## config.mk

```make
export PLATFORM = sky130hd
export DESIGN_NAME = fcmd_seq_decoder
export DESIGN_NICKNAME = d
export VERILOG_FILES = /design/src/rtl/fcmd_pkg.sv /design/src/rtl/fcmd_dpath.sv /design/src/rtl/fcmd_ctrl.sv /design/src/rtl/fcmd_seq_decoder.sv
export SDC_FILE = /design/constraint.sdc
export NUM_CORES = 1
export LEC_CHECK = 0
export BUFFER_PORTS_ARGS = -buffer_cell sky130_fd_sc_hd__buf_2
export CAP_MARGIN = 30
export CORE_AREA = 2 2 100 102
export CTS_BUF_LIST = sky130_fd_sc_hd__clkbuf_4
export CTS_CLUSTER_DIAMETER = 200
export DETAILED_ROUTE_END_ITERATION = 16
export DIE_AREA = 0 0 102 104
export PLACE_DENSITY = 0.61
export SYNTH_ARGS = -nofsm -noshare
export SYNTH_HDL_FRONTEND = slang
export SYNTH_SLANG_ARGS = --single-unit
```

## constraint.sdc

```tcl
create_clock -name clk -period 2.79 [get_ports clk]
set_input_delay 0.558 -clock clk [delete_from_list [all_inputs] [get_ports clk]]
set_output_delay 0.558 -clock clk [all_outputs]
set_load 0.03 [all_outputs]
```

## src/rtl/fcmd_pkg.sv

```systemverilog
package fcmd_pkg;

  typedef enum logic [3:0] {
    CMD_INHIBIT, CMD_NOP, CMD_ACTIVE, CMD_READ, CMD_WRITE,
    CMD_BSTOP, CMD_ACTEND, CMD_LCR, CMD_LMODE
  } cmd_e;

  typedef enum logic [3:0] {
    OP_READ_CFG  = 4'd0, OP_READ_STAT = 4'd1, OP_CLR_STAT = 4'd2,
    OP_ERASE     = 4'd3, OP_PROGRAM   = 4'd4, OP_PROTECT  = 4'd5,
    OP_ERASE_NVM = 4'd6, OP_PROG_NVM  = 4'd7, OP_DIS_LCR  = 4'd8,
    OP_CHIP_INIT = 4'd9, OP_NONE      = 4'd15
  } op_e;

  localparam logic [7:0] KEY_ROW    = 8'h88;
  localparam logic [7:0] KEY_FIRST  = 8'h55;
  localparam logic [7:0] KEY_SECOND = 8'hA0;
  localparam logic [7:0] CONF_ERASE = 8'hD0;
  localparam logic [7:0] CONF_INIT  = 8'hC0;

  // control -> datapath strobes
  typedef struct packed {
    logic latchBank;
    logic latchCode;
    logic latchRow;
    logic fire;
  } strobe_t;

  function automatic cmd_e decodeCmd(input logic [3:0] pins);
    if (pins[3]) return CMD_INHIBIT;
    case (pins[2:0])
      3'b111:  return CMD_NOP;
      3'b011:  return CMD_ACTIVE;
      3'b101:  return CMD_READ;
      3'b100:  return CMD_WRITE;
      3'b110:  return CMD_BSTOP;
      3'b010:  return CMD_ACTEND;
      3'b001:  return CMD_LCR;
      default: return CMD_LMODE;
    endcase
  endfunction

  function automatic op_e codeToOp(input logic [7:0] code, input logic upperBank);
    case (code)
      8'h90:   return OP_READ_CFG;
      8'h70:   return OP_READ_STAT;
      8'h50:   return OP_CLR_STAT;
      8'h20:   return OP_ERASE;
      8'h40:   return OP_PROGRAM;
      8'h60:   return OP_PROTECT;
      8'h30:   return OP_ERASE_NVM;
      8'hA0:   return upperBank ? OP_DIS_LCR : OP_PROG_NVM;
      8'h68:   return OP_CHIP_INIT;
      default: return OP_NONE;
    endcase
  endfunction

  function automatic logic confirmMatch(input op_e op, input logic [7:0] d);
    case (op)
      OP_ERASE:                   return d == CONF_ERASE;
      OP_CHIP_INIT, OP_ERASE_NVM: return d == CONF_INIT;
      default:                    return 1'b1;
    endcase
  endfunction

endpackage

```

## src/rtl/fcmd_dpath.sv

```systemverilog
module fcmd_dpath
  import fcmd_pkg::*;
#(
  parameter int BANK_W = 2,
  parameter int ROW_W  = 12,
  parameter int COL_W  = 8,
  parameter int DATA_W = 16
) (
  input  logic              clk,
  input  logic              rstN,
  input  strobe_t           strb,
  input  logic [BANK_W-1:0] bank,
  input  logic [ROW_W-1:0]  addr,
  input  logic [DATA_W-1:0] data,
  output logic              bankMatch,
  output logic              codeKnown,
  output logic              confirmOk,
  output logic              isKeyRow,
  output logic              isKey1,
  output logic              isKey2,
  output logic              lcrEn,
  output logic              opValid,
  output op_e               opCode,
  output logic [BANK_W-1:0] opBank,
  output logic [ROW_W-1:0]  opRow,
  output logic [COL_W-1:0]  opCol,
  output logic [DATA_W-1:0] opData
);

  localparam int SEL_BIT = 1;  // banks 2/3 select the upper A0h variant

  logic [BANK_W-1:0] bankQ;
  logic [7:0]        codeQ;
  logic [ROW_W-1:0]  rowQ;
  logic              lcrEnQ;
  op_e               curOp;

  assign curOp     = codeToOp(codeQ, bankQ[SEL_BIT]);
  assign bankMatch = (bank == bankQ);
  assign codeKnown = (codeToOp(addr[7:0], 1'b0) != OP_NONE);
  assign confirmOk = confirmMatch(curOp, data[7:0]);
  assign isKeyRow  = (addr == ROW_W'(KEY_ROW));
  assign isKey1    = (data[7:0] == KEY_FIRST);
  assign isKey2    = (data[7:0] == KEY_SECOND);
  assign lcrEn     = lcrEnQ;

  always_ff @(posedge clk or negedge rstN) begin
    if (!rstN) begin
      bankQ  <= '0;
      codeQ  <= '0;
      rowQ   <= '0;
    end else begin
      if (strb.latchBank) bankQ <= bank;
      if (strb.latchCode) codeQ <= addr[7:0];
      if (strb.latchRow)  rowQ  <= addr;
    end
  end

  always_ff @(posedge clk or negedge rstN) begin
    if (!rstN) begin
      lcrEnQ  <= 1'b1;
      opValid <= 1'b0;
      opCode  <= OP_NONE;
      opBank  <= '0;
      opRow   <= '0;
      opCol   <= '0;
      opData  <= '0;
    end else begin
      opValid <= strb.fire;
      if (strb.fire) begin
        opCode <= curOp;
        opBank <= bankQ;
        opRow  <= rowQ;
        opCol  <= addr[COL_W-1:0];
        opData <= data;
        if (curOp == OP_DIS_LCR) lcrEnQ <= 1'b0;
      end
    end
  end

  AST_PULSE_ONE: assert property (@(posedge clk) disable iff (!rstN)
    opValid |=> !opValid);
  AST_HOLD_OUT: assert property (@(posedge clk) disable iff (!rstN)
    !strb.fire |=> ($stable(opRow) && $stable(opCode) && $stable(opData)));
  AST_FUSE_STICKY: assert property (@(posedge clk) disable iff (!rstN)
    !lcrEnQ |=> !lcrEnQ);
  AST_FUSE_CAUSE: assert property (@(posedge clk) disable iff (!rstN)
    $fell(lcrEnQ) |-> (opValid && opCode == OP_DIS_LCR));
  AST_ERASE_CONF: assert property (@(posedge clk) disable iff (!rstN)
    (opValid && opCode == OP_ERASE) |-> (opData[7:0] == CONF_ERASE));

endmodule

```

## src/rtl/fcmd_ctrl.sv

```systemverilog
module fcmd_ctrl
  import fcmd_pkg::*;
(
  input  logic       clk,
  input  logic       rstN,
  input  logic [3:0] cmdPins,
  input  logic       bankMatch,
  input  logic       codeKnown,
  input  logic       confirmOk,
  input  logic       isKeyRow,
  input  logic       isKey1,
  input  logic       isKey2,
  input  logic       lcrEn,
  output strobe_t    strb
);

  typedef enum logic [2:0] {
    ST_IDLE, ST_HW_ACT, ST_HW_WR, ST_SW_KEY, ST_SW_K2, ST_SW_CODE, ST_SW_ACT, ST_SW_WR
  } state_e;

  state_e stateQ, stateD;
  cmd_e   cmd;
  logic   inSw, tolerated;

  assign cmd  = decodeCmd(cmdPins);
  assign inSw = (stateQ inside {ST_SW_KEY, ST_SW_K2, ST_SW_CODE, ST_SW_ACT, ST_SW_WR});
  assign tolerated = (cmd inside {CMD_INHIBIT, CMD_NOP, CMD_BSTOP, CMD_ACTEND}) ||
                     (cmd == CMD_LCR && (inSw || !lcrEn));

  always_comb begin
    stateD = stateQ;
    strb   = '0;
    if (stateQ == ST_IDLE) begin
      if (cmd == CMD_LCR && lcrEn && codeKnown) begin
        strb.latchBank = 1'b1;
        strb.latchCode = 1'b1;
        stateD = ST_HW_ACT;
      end else if (cmd == CMD_ACTIVE && isKeyRow) begin
        strb.latchBank = 1'b1;
        stateD = ST_SW_KEY;
      end
    end else if (!tolerated) begin
      stateD = ST_IDLE;
      if (bankMatch) begin
        case (stateQ)
          ST_HW_ACT, ST_SW_ACT: if (cmd == CMD_ACTIVE) begin
            strb.latchRow = 1'b1;
            stateD = (stateQ == ST_HW_ACT) ? ST_HW_WR : ST_SW_WR;
          end
          ST_HW_WR, ST_SW_WR: if (cmd == CMD_WRITE && confirmOk) strb.fire = 1'b1;
          ST_SW_KEY: if (cmd == CMD_WRITE) begin
            if (isKey1) stateD = ST_SW_K2;
            else if (codeKnown) begin
              strb.latchCode = 1'b1;
              stateD = ST_SW_ACT;
            end
          end
          ST_SW_K2: if (cmd == CMD_WRITE && isKey2) stateD = ST_SW_CODE;
          ST_SW_CODE: if (cmd == CMD_WRITE && codeKnown) begin
            strb.latchCode = 1'b1;
            stateD = ST_SW_ACT;
          end
          default: stateD = ST_IDLE;
        endcase
      end
    end
  end

  always_ff @(posedge clk or negedge rstN) begin
    if (!rstN) stateQ <= ST_IDLE;
    else       stateQ <= stateD;
  end

  AST_READ_ABORT: assert property (@(posedge clk) disable iff (!rstN)
    (stateQ != ST_IDLE && cmd == CMD_READ) |=> stateQ == ST_IDLE);
  AST_BANK_ABORT: assert property (@(posedge clk) disable iff (!rstN)
    (stateQ != ST_IDLE && (cmd == CMD_ACTIVE || cmd == CMD_WRITE) && !bankMatch)
      |=> stateQ == ST_IDLE);
  AST_LCR_DEAD: assert property (@(posedge clk) disable iff (!rstN)
    (stateQ == ST_IDLE && !lcrEn && cmd == CMD_LCR) |=> stateQ == ST_IDLE);
  AST_IDLE_KEEP: assert property (@(posedge clk) disable iff (!rstN)
    (stateQ != ST_IDLE && cmd == CMD_NOP) |=> stateQ == $past(stateQ));

endmodule

```

## src/rtl/fcmd_seq_decoder.sv

```systemverilog
module fcmd_seq_decoder
  import fcmd_pkg::*;
#(
  parameter int BANK_W = 2,
  parameter int ROW_W  = 12,
  parameter int COL_W  = 8,
  parameter int DATA_W = 16
) (
  input  logic              clk,
  input  logic              rstN,
  input  logic              csN,
  input  logic              rasN,
  input  logic              casN,
  input  logic              weN,
  input  logic [BANK_W-1:0] bank,
  input  logic [ROW_W-1:0]  addr,
  input  logic [DATA_W-1:0] data,
  output logic              opValid,
  output logic [3:0]        opCode,
  output logic [BANK_W-1:0] opBank,
  output logic [ROW_W-1:0]  opRow,
  output logic [COL_W-1:0]  opCol,
  output logic [DATA_W-1:0] opData
);

  strobe_t strb;
  logic    bankMatch, codeKnown, confirmOk, isKeyRow, isKey1, isKey2, lcrEn;
  op_e     opCodeE;

  fcmd_ctrl ctrl_i (
    .clk(clk), .rstN(rstN), .cmdPins({csN, rasN, casN, weN}),
    .bankMatch(bankMatch), .codeKnown(codeKnown), .confirmOk(confirmOk),
    .isKeyRow(isKeyRow), .isKey1(isKey1), .isKey2(isKey2), .lcrEn(lcrEn),
    .strb(strb)
  );

  fcmd_dpath #(.BANK_W(BANK_W), .ROW_W(ROW_W), .COL_W(COL_W), .DATA_W(DATA_W)) dpath_i (
    .clk(clk), .rstN(rstN), .strb(strb), .bank(bank), .addr(addr), .data(data),
    .bankMatch(bankMatch), .codeKnown(codeKnown), .confirmOk(confirmOk),
    .isKeyRow(isKeyRow), .isKey1(isKey1), .isKey2(isKey2), .lcrEn(lcrEn),
    .opValid(opValid), .opCode(opCodeE), .opBank(opBank), .opRow(opRow),
    .opCol(opCol), .opData(opData)
  );

  assign opCode = opCodeE;

endmodule

```

---- After elaboration in Yosys (flattened, before gate mapping) ----
Cells that the tools add are included.
operators by class
  equality and inequality tests ........... 51
  multiplexer cells ....................... 38
  reductions and logical operators ........ 19
operators with widths
  cell                 count
  $eq 8x7->1 const B   11
  $pmux 4 s9           2
  $eq 8x8->1 const B   7
  $mux 3               14
  $eq 8x6->1 const B   4
  $pmux 4 s7           1
  $eq 3x3->1 const B   8
  $eq 4x3->1 const B   5
  $mux 1               14
  $eq 12x8->1 const B  1
  $eq 3x2->1 const B   4
  $mux 4               3
  $pmux 3 s4           1
  $eq 4x2->1 const B   2
  $eq 4x4->1 const B   2
  $logic_and 1x1->1    7
  $eq 3x1->1 const B   2
  $reduce_or 2->1      3
  $reduce_bool 5->1    1
  $eq 4x1->1 const B   1
  $logic_not 4->1      1
  $ne 4x4->1 const B   1
  $pmux 1 s2           2
  $reduce_and 2->1     2
  other kinds (8)      9
storage, ports and cells
  bits in registers ....................... 69
  input bits .............................. 36
  output and inout port bits .............. 43
  logic and storage cells ................. 119

---- Longest topological paths before layout ----
Gate-level depths: netlist of the first run.
  depth after elaboration ................. 12
  depth in mapped cells ................... 8
  gate-level depth less buffers ........... 6

---- Modules after synthesis ----
Synthesis of the first run repeated with hierarchy kept, for this count alone.
unflattened totals
  cell total of the unflattened synthesis .. 260
  area, all modules ....................... 3,229.3 um2
by module, submodules not included
  module      instances  cells each  area each (um2)  sequential area each (um2)
  fcmd_dpath  1          213         2,855.2          1,657.8
  fcmd_ctrl   1          47          374.1            75.1

---- Worst setup path after synthesis of the first run ----
No wires, ideal clock.
  path type ............................... input to register
  start point ............................. in rasN
  end point ............................... reg dpath_i.opBank[1]
  data arrival time ....................... 2.203 ns
  data required time ...................... 2.662 ns
  path slack .............................. 0.459 ns
  cell stages on the path ................. 7
  path buffers ............................ 1
  path through ............................ nand2b_1 > a311oi_1 > a2111oi_4 > nand4_1 > nor3_4 > buf_6 > mux2_1
between the ends
  cells in the longest elaborated chain, start to end .. 10
  elaborated cells on any way between the ends .. 24
RTL lines
  what                                RTL line                source
  from (decl)                         fcmd_seq_decoder.sv:12  input logic rasN,
  $eq 3x1->1 (tied with other cells)  fcmd_pkg.sv:31          case (pins[2:0])
  $pmux 4 s7 *                        fcmd_pkg.sv:31
  $mux 4 *                            fcmd_pkg.sv:31
  $eq 4x3->1                          fcmd_ctrl.sv:50         ST_HW_WR, ST_SW_WR: if (cmd == CMD_WRITE && confirmOk) strb.fire = 1'b1;
  $logic_and 1x1->1                   fcmd_ctrl.sv:50
  $mux 1                              fcmd_ctrl.sv:50
  $mux 1                              fcmd_ctrl.sv:45         case (stateQ)
  $mux 3                              fcmd_ctrl.sv:44         if (bankMatch) begin
  $mux 3 *                            fcmd_ctrl.sv:42         end else if (!tolerated) begin
  $mux 2 *                            fcmd_ctrl.sv:33         if (stateQ == ST_IDLE) begin
  to (signal assigned)                fcmd_dpath.sv:72        opBank <= bankQ;
  to (decl)                           fcmd_dpath.sv:24        output logic [BANK_W-1:0] opBank,
Mark *: on every way between the ends. The rest lies on a longest branch, timed or not.
A chain may end at the register's enable or synchronous reset.

---- Worst setup path after layout of the first run ----
  start point ............................. reg dpath_i.codeQ[6]
  end point ............................... reg dpath_i.opRow[4]
between the ends
  cells in the longest elaborated chain, start to end .. 11
  elaborated cells on any way between the ends .. 21
RTL lines
  what                                      RTL line          source
  from (decl)                               fcmd_dpath.sv:33  logic [7:0] codeQ;
  from (signal assigned)                    fcmd_dpath.sv:54  if (strb.latchCode) codeQ <= addr[7:0];
  $eq 8x7->1 (tied with other cells)        fcmd_pkg.sv:44    case (code)
  $pmux 4 s9 *                              fcmd_pkg.sv:44
  $eq 4x4->1 or $eq 4x3->1 (tied branches)  fcmd_pkg.sv:59    case (op)
  $reduce_or 2->1                           fcmd_pkg.sv:59
  $pmux 1 s2 *                              fcmd_pkg.sv:59
  $logic_and 1x1->1 *                       fcmd_ctrl.sv:50
  $mux 1 *                                  fcmd_ctrl.sv:50
  $mux 1 *                                  fcmd_ctrl.sv:45
  $mux 3 *                                  fcmd_ctrl.sv:44
  $mux 3 *                                  fcmd_ctrl.sv:42
  $mux 2 *                                  fcmd_ctrl.sv:33
  to (signal assigned)                      fcmd_dpath.sv:73  opRow <= rowQ;
  to (decl)                                 fcmd_dpath.sv:25  output logic [ROW_W-1:0] opRow,
Marks and branches as above.

==> results of run 1 <==
[cell families after synthesis]
family / synth area share
buffers and inverters: 0.0399
xor gates and xnor gates: 0.00807
AOI/OAI and AO/OA: 0.0910
and+or+nand+nor: 0.132
DFF: 0.532
muxes: 0.197
[through the flow]
step            util  instance area [µm²]  worst slack, ns  power [µW]  std cells
2_1_floorplan      -                 3260            0.459        1350        273
3_3_place_gp   0.399                 3810            0.244        1460        476
3_5_place_dp   0.399                 3810            0.241        1470        476
4_1_cts        0.413                 3940            0.330        2100        492
5_1_grt        0.413                 3940            0.184        2190        492
6_report       0.413                 3940            0.352        2070        492
[registers in the layout, summed over array words and instances (netlist names)]
name             count
ctrl_i.stateQ        3
dpath_i.bankQ        2
dpath_i.codeQ        8
dpath_i.lcrEn        1
dpath_i.opBank       2
dpath_i.opCode       4
dpath_i.opCol        8
dpath_i.opData      16
dpath_i.opRow       12
dpath_i.opValid      1
dpath_i.rowQ        12
[worst min-delay path by stage]
| stage | to | slack, ns | cells past startpoint |
|---|---|---|---|
| 3_5_place_dp | dpath_i.opCode[2]$_DFFE_PN1P_ | 0.45 | 2 |
| 3_3_place_gp | dpath_i.opCode[2]$_DFFE_PN1P_ | 0.46 | 2 |
| 4_1_cts | dpath_i.opRow[3]$_DFFE_PN0P_ | 0.12 | 1 |
| 2_1_floorplan | ctrl_i.stateQ[0]$_DFFE_PN0P_ | 0.26 | 0 |
| 6_report | dpath_i.opCol[1]$_DFFE_PN0P_ | 0.13 | 1 |
| 5_1_grt | dpath_i.opCol[2]$_DFFE_PN0P_ | 0.15 | 1 |
[placed cells by master, fill, tap and decap left out, types with 3 or more instances in the layout]
cell type	n
a21oi_1	4
nor2b_1	7
buf_12	3
nor2_1	13
buf_2	78
mux2_1	38
nor3_1	8
o21ai_0	14
xnor2_1	3
dfstp_2	5
clkinv_1	3
clkbuf_4	9
mux2_2	18
nand3_1	4
nand4_1	3
dfrtp_1	64
nand2b_1	4
inv_1	10
nor4_1	4
nand3b_1	3
buf_4	3
nand2_1	21
nor4b_1	3
[critical path, stage by stage (launching register included)]
cell and delay, ns:
dfrtp_1 0.54, nor2b_1 0.29, a32o_1 0.25, o2111ai_1 0.14
nor4_2 0.46, nor3_4 0.12, buf_12 0.19, mux2_1 0.32
[report_power, final]
part           internal [µW]  leakage, µW  switching [µW]  total (µW)
combinational            127      0.00103             187         314
sequential              1070     0.000907            61.3        1130
clock                    267    0.0000686             352         619
[layer usage]
layer  track usage  wire length, µm  vias to the layer above
met5             0                0                        -
met4        0.0733              180                        0
met3        0.0329              238                       13
met2         0.226             3500                       52
met1         0.181             3050                     1188
li1              -                -                     1152
[cell type report]
cell class / instances / area, µm² / area share
flip-flops and latches: 69 / 1730 / 0.440
well taps: 133 / 166 / 0.0422
clock buffers: 9 / 67.6 / 0.0171
clock inverters: 7 / 66.3 / 0.0168
inverters: 11 / 41.3 / 0.0105
repair buffers: 84 / 473 / 0.120
multi-input cells: 179 / 1400 / 0.354
==> impl_metrics.yaml, run 1 <==
status:
  run_status: "completed"
run:
  maxCapViolations: 0
global_route:
  grt_max_degree: 44
  grt_use_total: 0.143
  grt_pass1_vias: 2342
  grt_pass1_wl_um: 11800
  antenna_found_initial: 0
  overflow: 0
synthesis:
  avgSynthCellArea_um2: 11.9
  yosysMostFrequentCell: "dfrtp_1"
  ys.flop_type: "dfrtp_1"
  ys_top_cells_by_area: "dfrtp_1, mux2_1, mux2_2"
  ys_seq_area_frac: 0.532
  synth_common_cells: "dfrtp_1, mux2_1, nand2_1"
  async_flop_share: 1.00
  synth_edf_count: 0
  syn_nets: 309
  synth_seq_cells: 69
  yosysTopAreaCellShare: 0.492
  synth_cell_type_count: 48
  ys.warnings.count: 0
  syn_inst: 273
  yosysTopAreaCell: "dfrtp_1"
  syn-cell-area_mm2: 0.00326
power:
  power_per_cell_area_mw_per_mm2: 525
  peakVddDrop_uv: 231
  leakage_uw: 0.00200
layout:
  antenna_cells: 0
  nFillCells: 970
  nNetsFinal: 390
  syn2layout_area_growth_pct: 21.0
  drive_gt1_frac: 0.354
worst_setup_path:
  crit_fanout: 23
  crit_end: "dpath_i.opRow[4]$_DFFE_PN0P_"
  criticalPathCategory: "flop to flop"
  critPathArrivalTime_ns: 2.74
  required_ns: 3.09
  crit_path_start_kind: "flop"
  r2r_slack_ns: 0.35
  crit_start: "dpath_i.codeQ[6]$_DFFE_PN0P_"
  regToRegStartpoint: "dpath_i.codeQ[6]$_DFFE_PN0P_"
  regToRegEndpoint: "dpath_i.opRow[4]$_DFFE_PN0P_"
  cp-end-kind: "flop"
  r2r_cells: 7
clock_tree:
  tritoncts: "done"
  cts-root-buf: "clkbuf_4"
  cts_made_buffers: 9
  clock-sinks: 69
  cts-resized-gates: 0
  postCtsHoldBufs: 0
  cts_max_level: 3
  clockBufferDepth: 2
  path_clk_slew_ns: 0.12
  post_cts_buffers: 0
  clock_latency_ns: 0.42
sta:
  relSlewSlack: 0.591
  final.setup.tns_ns: 0
  hold_violations: 0
  slew_violations: 0
  fin_crit_sh: 0.874
  max_freq_mhz: 410
  rsz0062_at_grt: "no"
  setup_viol: 0
  finalClockSkew_ns: 0.0163
  layout_min_cycle_time_ns: 2.44
  tightest_slew_ns: 0.613
  timing.hold.ws_ns: 0.134
die:
  die_w_um: 102
  coreArea_mm2: 0.00955
  rows: 36
  dieArea_mm2: 0.0106
  die_h_um: 104
  io_pins: 79
  initial_core_util: 0.341
route:
  dr.pass1.iters: 4
  ant_nets: 0
  num_vias: 2405
  drt-total-wl_um: 6970
  first_iter_violations: 94
  wl_per_cell_um: 14.2
  drc_errors: 0
  via_per_inst: 4.89
place:
  dp_hpwl_um: 5120
  gp_congestion: 0.899
  io_buffers: 78
min_path:
  hp-class: "input port to asynchronous set/reset pin"
Note: power is estimated with default switching activity, not from simulation.
==> run 2: changes to the inputs <==
- BUFFER_PORTS_ARGS: -buffer_cell sky130_fd_sc_hd__buf_2 -> -buffer_cell sky130_fd_sc_hd__buf_4
==> impl_metrics.yaml, run 2 (synthesis gave the netlist of run 1 again) <==
status:
  run_status: "completed"
clock_tree:
  clock-sinks: 69
  cts-resized-gates: 0
  cts_made_buffers: 9
  tritoncts: "done"
  cts-root-buf: "clkbuf_4"
  post_cts_buffers: 0
  path_clk_slew_ns: 0.13
  clockBufferDepth: 2
  clock_latency_ns: 0.41
  cts_max_level: 3
  postCtsHoldBufs: 0
sta:
  max_freq_mhz: 413
  rsz0062_at_grt: "no"
  hold_violations: 0
  relSlewSlack: 0.428
  layout_min_cycle_time_ns: 2.42
  slew_violations: 0
  timing.hold.ws_ns: 0.225
  fin_crit_sh: 0.868
  final.setup.tns_ns: 0
  tightest_slew_ns: 0.858
  setup_viol: 0
  fin_ws_ns: 0.368
  finalClockSkew_ns: 0.0176
place:
  io_buffers: 78
  gp_congestion: 0.949
  pre_cts_slack_ns: 0.175
  dp_hpwl_um: 5220
global_route:
  grt_pass1_vias: 2478
  grt_use_total: 0.146
  grt_max_degree: 70
  grt_pass1_wl_um: 12300
  antenna_found_initial: 0
  overflow: 0
layout:
  reg_top3: "dpath_i.opData: 16 flops, dpath_i.opRow: 12 flops, dpath_i.rowQ: 12 flops"
  layout_commonest_cell: "buf_4"
  drive_gt1_frac: 0.356
  largest_register_ffs: 16
  final_cell_mix: "buf_4, dfrtp_1, mux2_1"
  antenna_cells: 0
  largest_register: "dpath_i.opData"
  final_core_util: 0.436
  syn2layout_area_growth_pct: 27.8
  nNetsFinal: 388
route:
  dr.pass1.iters: 4
  drt-total-wl_um: 7280
  wl_per_cell_um: 14.9
  drc_errors: 0
  met1_length_um: 3070
  via_per_inst: 4.95
  top_layer: "met4"
  num_vias: 2426
  ant_nets: 0
  first_iter_violations: 106
  met2_length_um: 3800
  route.met3.wl_um: 279
run:
  maxCapViolations: 0
worst_setup_path:
  cp-end-kind: "flop"
  criticalPathCategory: "flop to flop"
  crit_path_start_kind: "flop"
  crit_fanout: 23
  critPathArrivalTime_ns: 2.72
  required_ns: 3.09
power:
  peakVddDrop_uv: 241
  power_per_cell_area_mw_per_mm2: 556
  leakage_uw: 0.00205
min_path:
  hp-class: "input port to asynchronous set/reset pin"
die:
  die_h_um: 104
  coreArea_mm2: 0.00955
  rows: 36
  io_pins: 79
  initial_core_util: 0.341
  dieArea_mm2: 0.0106
  die_w_um: 102
## run 2: cell types whose count changed in the layout (fill, tap and decap cells not counted)
cell,previous run,this run
clkinvlp_4,1,0
buf_12,3,2
inv_6,0,3
buf_2,78,0
bufinv_16,1,3
clkinv_1,3,1
clkinv_4,2,0
buf_4,3,80
## run 2: layout make-up
cell class	instances	area [µm²]
multi-input cells	179	1400
clock buffers	9	67.6
fillers	946	5390
clock inverters	7	120
repair buffers	82	641
well taps	133	166
flip-flops and latches	69	1730
inverters	11	41.3
## run 2: final timing paths
check | start | endpoint | slack, ns | cells past startpoint
worst max-delay path | dpath_i.codeQ[4]$_DFFE_PN0P_ | dpath_i.opBank[0]$_DFFE_PN0P_ | 0.37 | 7
worst min-delay path | rstN | dpath_i.opCol[3]$_DFFE_PN0P_ | 0.22 | 1
worst max register to register | dpath_i.codeQ[4]$_DFFE_PN0P_ | dpath_i.opBank[0]$_DFFE_PN0P_ | 0.37 | 7
worst min register to register | dpath_i.opCode[2]$_DFFE_PN1P_ | dpath_i.opCode[2]$_DFFE_PN1P_ | 0.48 | 2
max in group asynchronous | rstN | dpath_i.rowQ[3]$_DFFE_PN0P_ | 1.98 | 1
min in group clk | data[15] | dpath_i.opData[15]$_DFFE_PN0P_ | 0.36 | 2
## run 2: through the flow
stage	cells	power, µW	instance area [µm²]
2_1_floorplan	273	1350	3260
3_3_place_gp	474	1490	3980
3_5_place_dp	474	1500	3980
4_1_cts	490	2350	4160
5_1_grt	490	2420	4160
6_report	490	2310	4160
## run 2: report_power, final
part           internal, µW  switching, µW
Clock                   460            381
Sequential             1070           62.1
Combinational           152            185
## run 2: worst max-delay path: stages (launching register included)
cell      delay, ns
dfrtp_1        0.53
o21ai_1        0.17
o21ai_0        0.11
a311oi_1       0.47
nor4_2         0.15
nor3_4         0.31
buf_12         0.22
mux2_2         0.35
## run 2: per-layer routing
| metal | global-route usage | up-vias |
|---|---|---|
| met3 | 0.0383 | 11 |
| met1 | 0.184 | 1223 |
| met5 | 0 | - |
| met4 | 0.0533 | 0 |
| li1 | - | 1140 |
| met2 | 0.239 | 52 |
==> run 3: changes to the inputs <==
- CTS_BUF_LIST: sky130_fd_sc_hd__clkbuf_4 -> sky130_fd_sc_hd__clkbuf_8
==> impl_metrics.yaml, run 3 (synthesis gave the netlist of run 1 again) <==
status:
  run_status: "completed"
place:
  io_buffers: 78
  dp_cells: 474
  dp_hpwl_um: 5220
  pre_cts_slack_ns: 0.175
  gp_congestion: 0.949
route:
  route.met3.wl_um: 266
  first_iter_violations: 98
  met1_length_um: 3000
  top_layer: "met4"
  num_vias: 2429
  via_per_inst: 4.96
  drt-total-wl_um: 7220
  wl_per_cell_um: 14.7
  ant_nets: 0
  met2_length_um: 3780
  drc_errors: 0
  dr.pass1.iters: 5
die:
  initial_core_util: 0.341
  io_pins: 79
  die_h_um: 104
  coreArea_mm2: 0.00955
  die_w_um: 102
  dieArea_mm2: 0.0106
  rows: 36
worst_setup_path:
  cp-end-kind: "flop"
  criticalPathCategory: "flop to flop"
  critPathArrivalTime_ns: 2.66
  required_ns: 3.02
  crit_fanout: 23
  crit_path_start_kind: "flop"
  r2r_slack_ns: 0.36
  r2r_cells: 7
  regToRegEndpoint: "dpath_i.opBank[0]$_DFFE_PN0P_"
  regToRegStartpoint: "dpath_i.codeQ[4]$_DFFE_PN0P_"
power:
  leakage_uw: 0.00208
  power_per_cell_area_mw_per_mm2: 593
  peakVddDrop_uv: 254
  p_total_uw: 2510
clock_tree:
  cts_max_level: 3
  post_cts_buffers: 0
  tritoncts: "done"
  clock_latency_ns: 0.35
  clock-sinks: 69
  cts-resized-gates: 0
  cts_made_buffers: 9
  postCtsHoldBufs: 0
  path_clk_slew_ns: 0.08
  cts-root-buf: "clkbuf_8"
  clockBufferDepth: 2
layout:
  layout_commonest_cell: "buf_4"
  largest_register_ffs: 16
  fin_cells: 490
  drive_gt1_frac: 0.359
  reg_top3: "dpath_i.opData: 16 flops, dpath_i.opRow: 12 flops, dpath_i.rowQ: 12 flops"
  nNetsFinal: 388
  antenna_cells: 0
  final_cell_mix: "buf_4, dfrtp_1, mux2_1"
  largest_register: "dpath_i.opData"
  syn2layout_area_growth_pct: 29.8
global_route:
  grt_pass1_wl_um: 12300
  overflow: 0
  grt_pass1_vias: 2470
  antenna_found_initial: 0
  grt_max_degree: 70
  grt_use_total: 0.145
sta:
  finalClockSkew_ns: 0.0111
  fin_crit_sh: 0.870
  layout_min_cycle_time_ns: 2.43
  timing.hold.ws_ns: 0.294
  fin_ws_ns: 0.362
  setup_viol: 0
  hold_violations: 0
  slew_violations: 0
  relSlewSlack: 0.425
  tightest_slew_ns: 0.862
  max_freq_mhz: 412
  final.setup.tns_ns: 0
  rsz0062_at_grt: "no"
min_path:
  hp-class: "input port to asynchronous set/reset pin"
run:
  maxCapViolations: 0
run 3: cell types whose count changed in the layout (fill, tap and decap cells not counted):
cell,delta
clkbuf_4,-9
clkbuf_8,+10
clkinv_1,-1
run 3: area by class of cell:
type	count	area, µm²
Fill cell	941	5320
Sequential cell	69	1730
Multi-Input combinational cell	179	1400
Timing Repair Buffer	82	641
Tap cell	133	166
Clock buffer	10	138
Clock inverter	6	116
Inverter	11	41.3
run 3: routing by layer:
| layer | global-route usage | up-vias |
|---|---|---|
| met1 | 0.185 | 1223 |
| met2 | 0.236 | 56 |
| met5 | 0 | - |
| met3 | 0.0262 | 14 |
| li1 | - | 1136 |
| met4 | 0.0695 | 0 |
run 3: report_power, final:
| part | switching, µW | leakage [µW] | internal, µW |
|---|---|---|---|
| registers | 61.7 | 0.000907 | 1070 |
| logic | 185 | 0.00104 | 152 |
| clock network | 406 | 0.000128 | 628 |
run 3: critical path: stages (launching register included):
cell,delay [ns]
dfrtp_1,0.52
o21ai_1,0.17
o21ai_0,0.11
a311oi_1,0.48
nor4_2,0.16
nor3_4,0.31
buf_12,0.22
mux2_2,0.35
run 3: worst max-delay path by stage:
stage	from	to	slack [ns]	depth (start not counted)
floorplan	rasN	dpath_i.opBank[1]$_DFFE_PN0P_	0.46	7
global placement	data[0]	dpath_i.opRow[0]$_DFFE_PN0P_	0.18	8
detailed placement	data[0]	dpath_i.opRow[0]$_DFFE_PN0P_	0.17	8
CTS	dpath_i.codeQ[4]$_DFFE_PN0P_	dpath_i.opBank[0]$_DFFE_PN0P_	0.35	7
global route	dpath_i.codeQ[6]$_DFFE_PN0P_	dpath_i.opData[10]$_DFFE_PN0P_	0.18	7
finish	dpath_i.codeQ[4]$_DFFE_PN0P_	dpath_i.opBank[0]$_DFFE_PN0P_	0.36	7
run 3: through the flow:
| step | instance area (µm²) | util |
|---|---|---|
| 3_5_place_dp | 3980 | 0.416 |
| 4_1_cts | 4230 | 0.443 |
| 5_1_grt | 4230 | 0.443 |
| 3_3_place_gp | 3980 | 0.416 |
| 6_report | 4230 | 0.443 |
| 2_1_floorplan | 3260 | - |
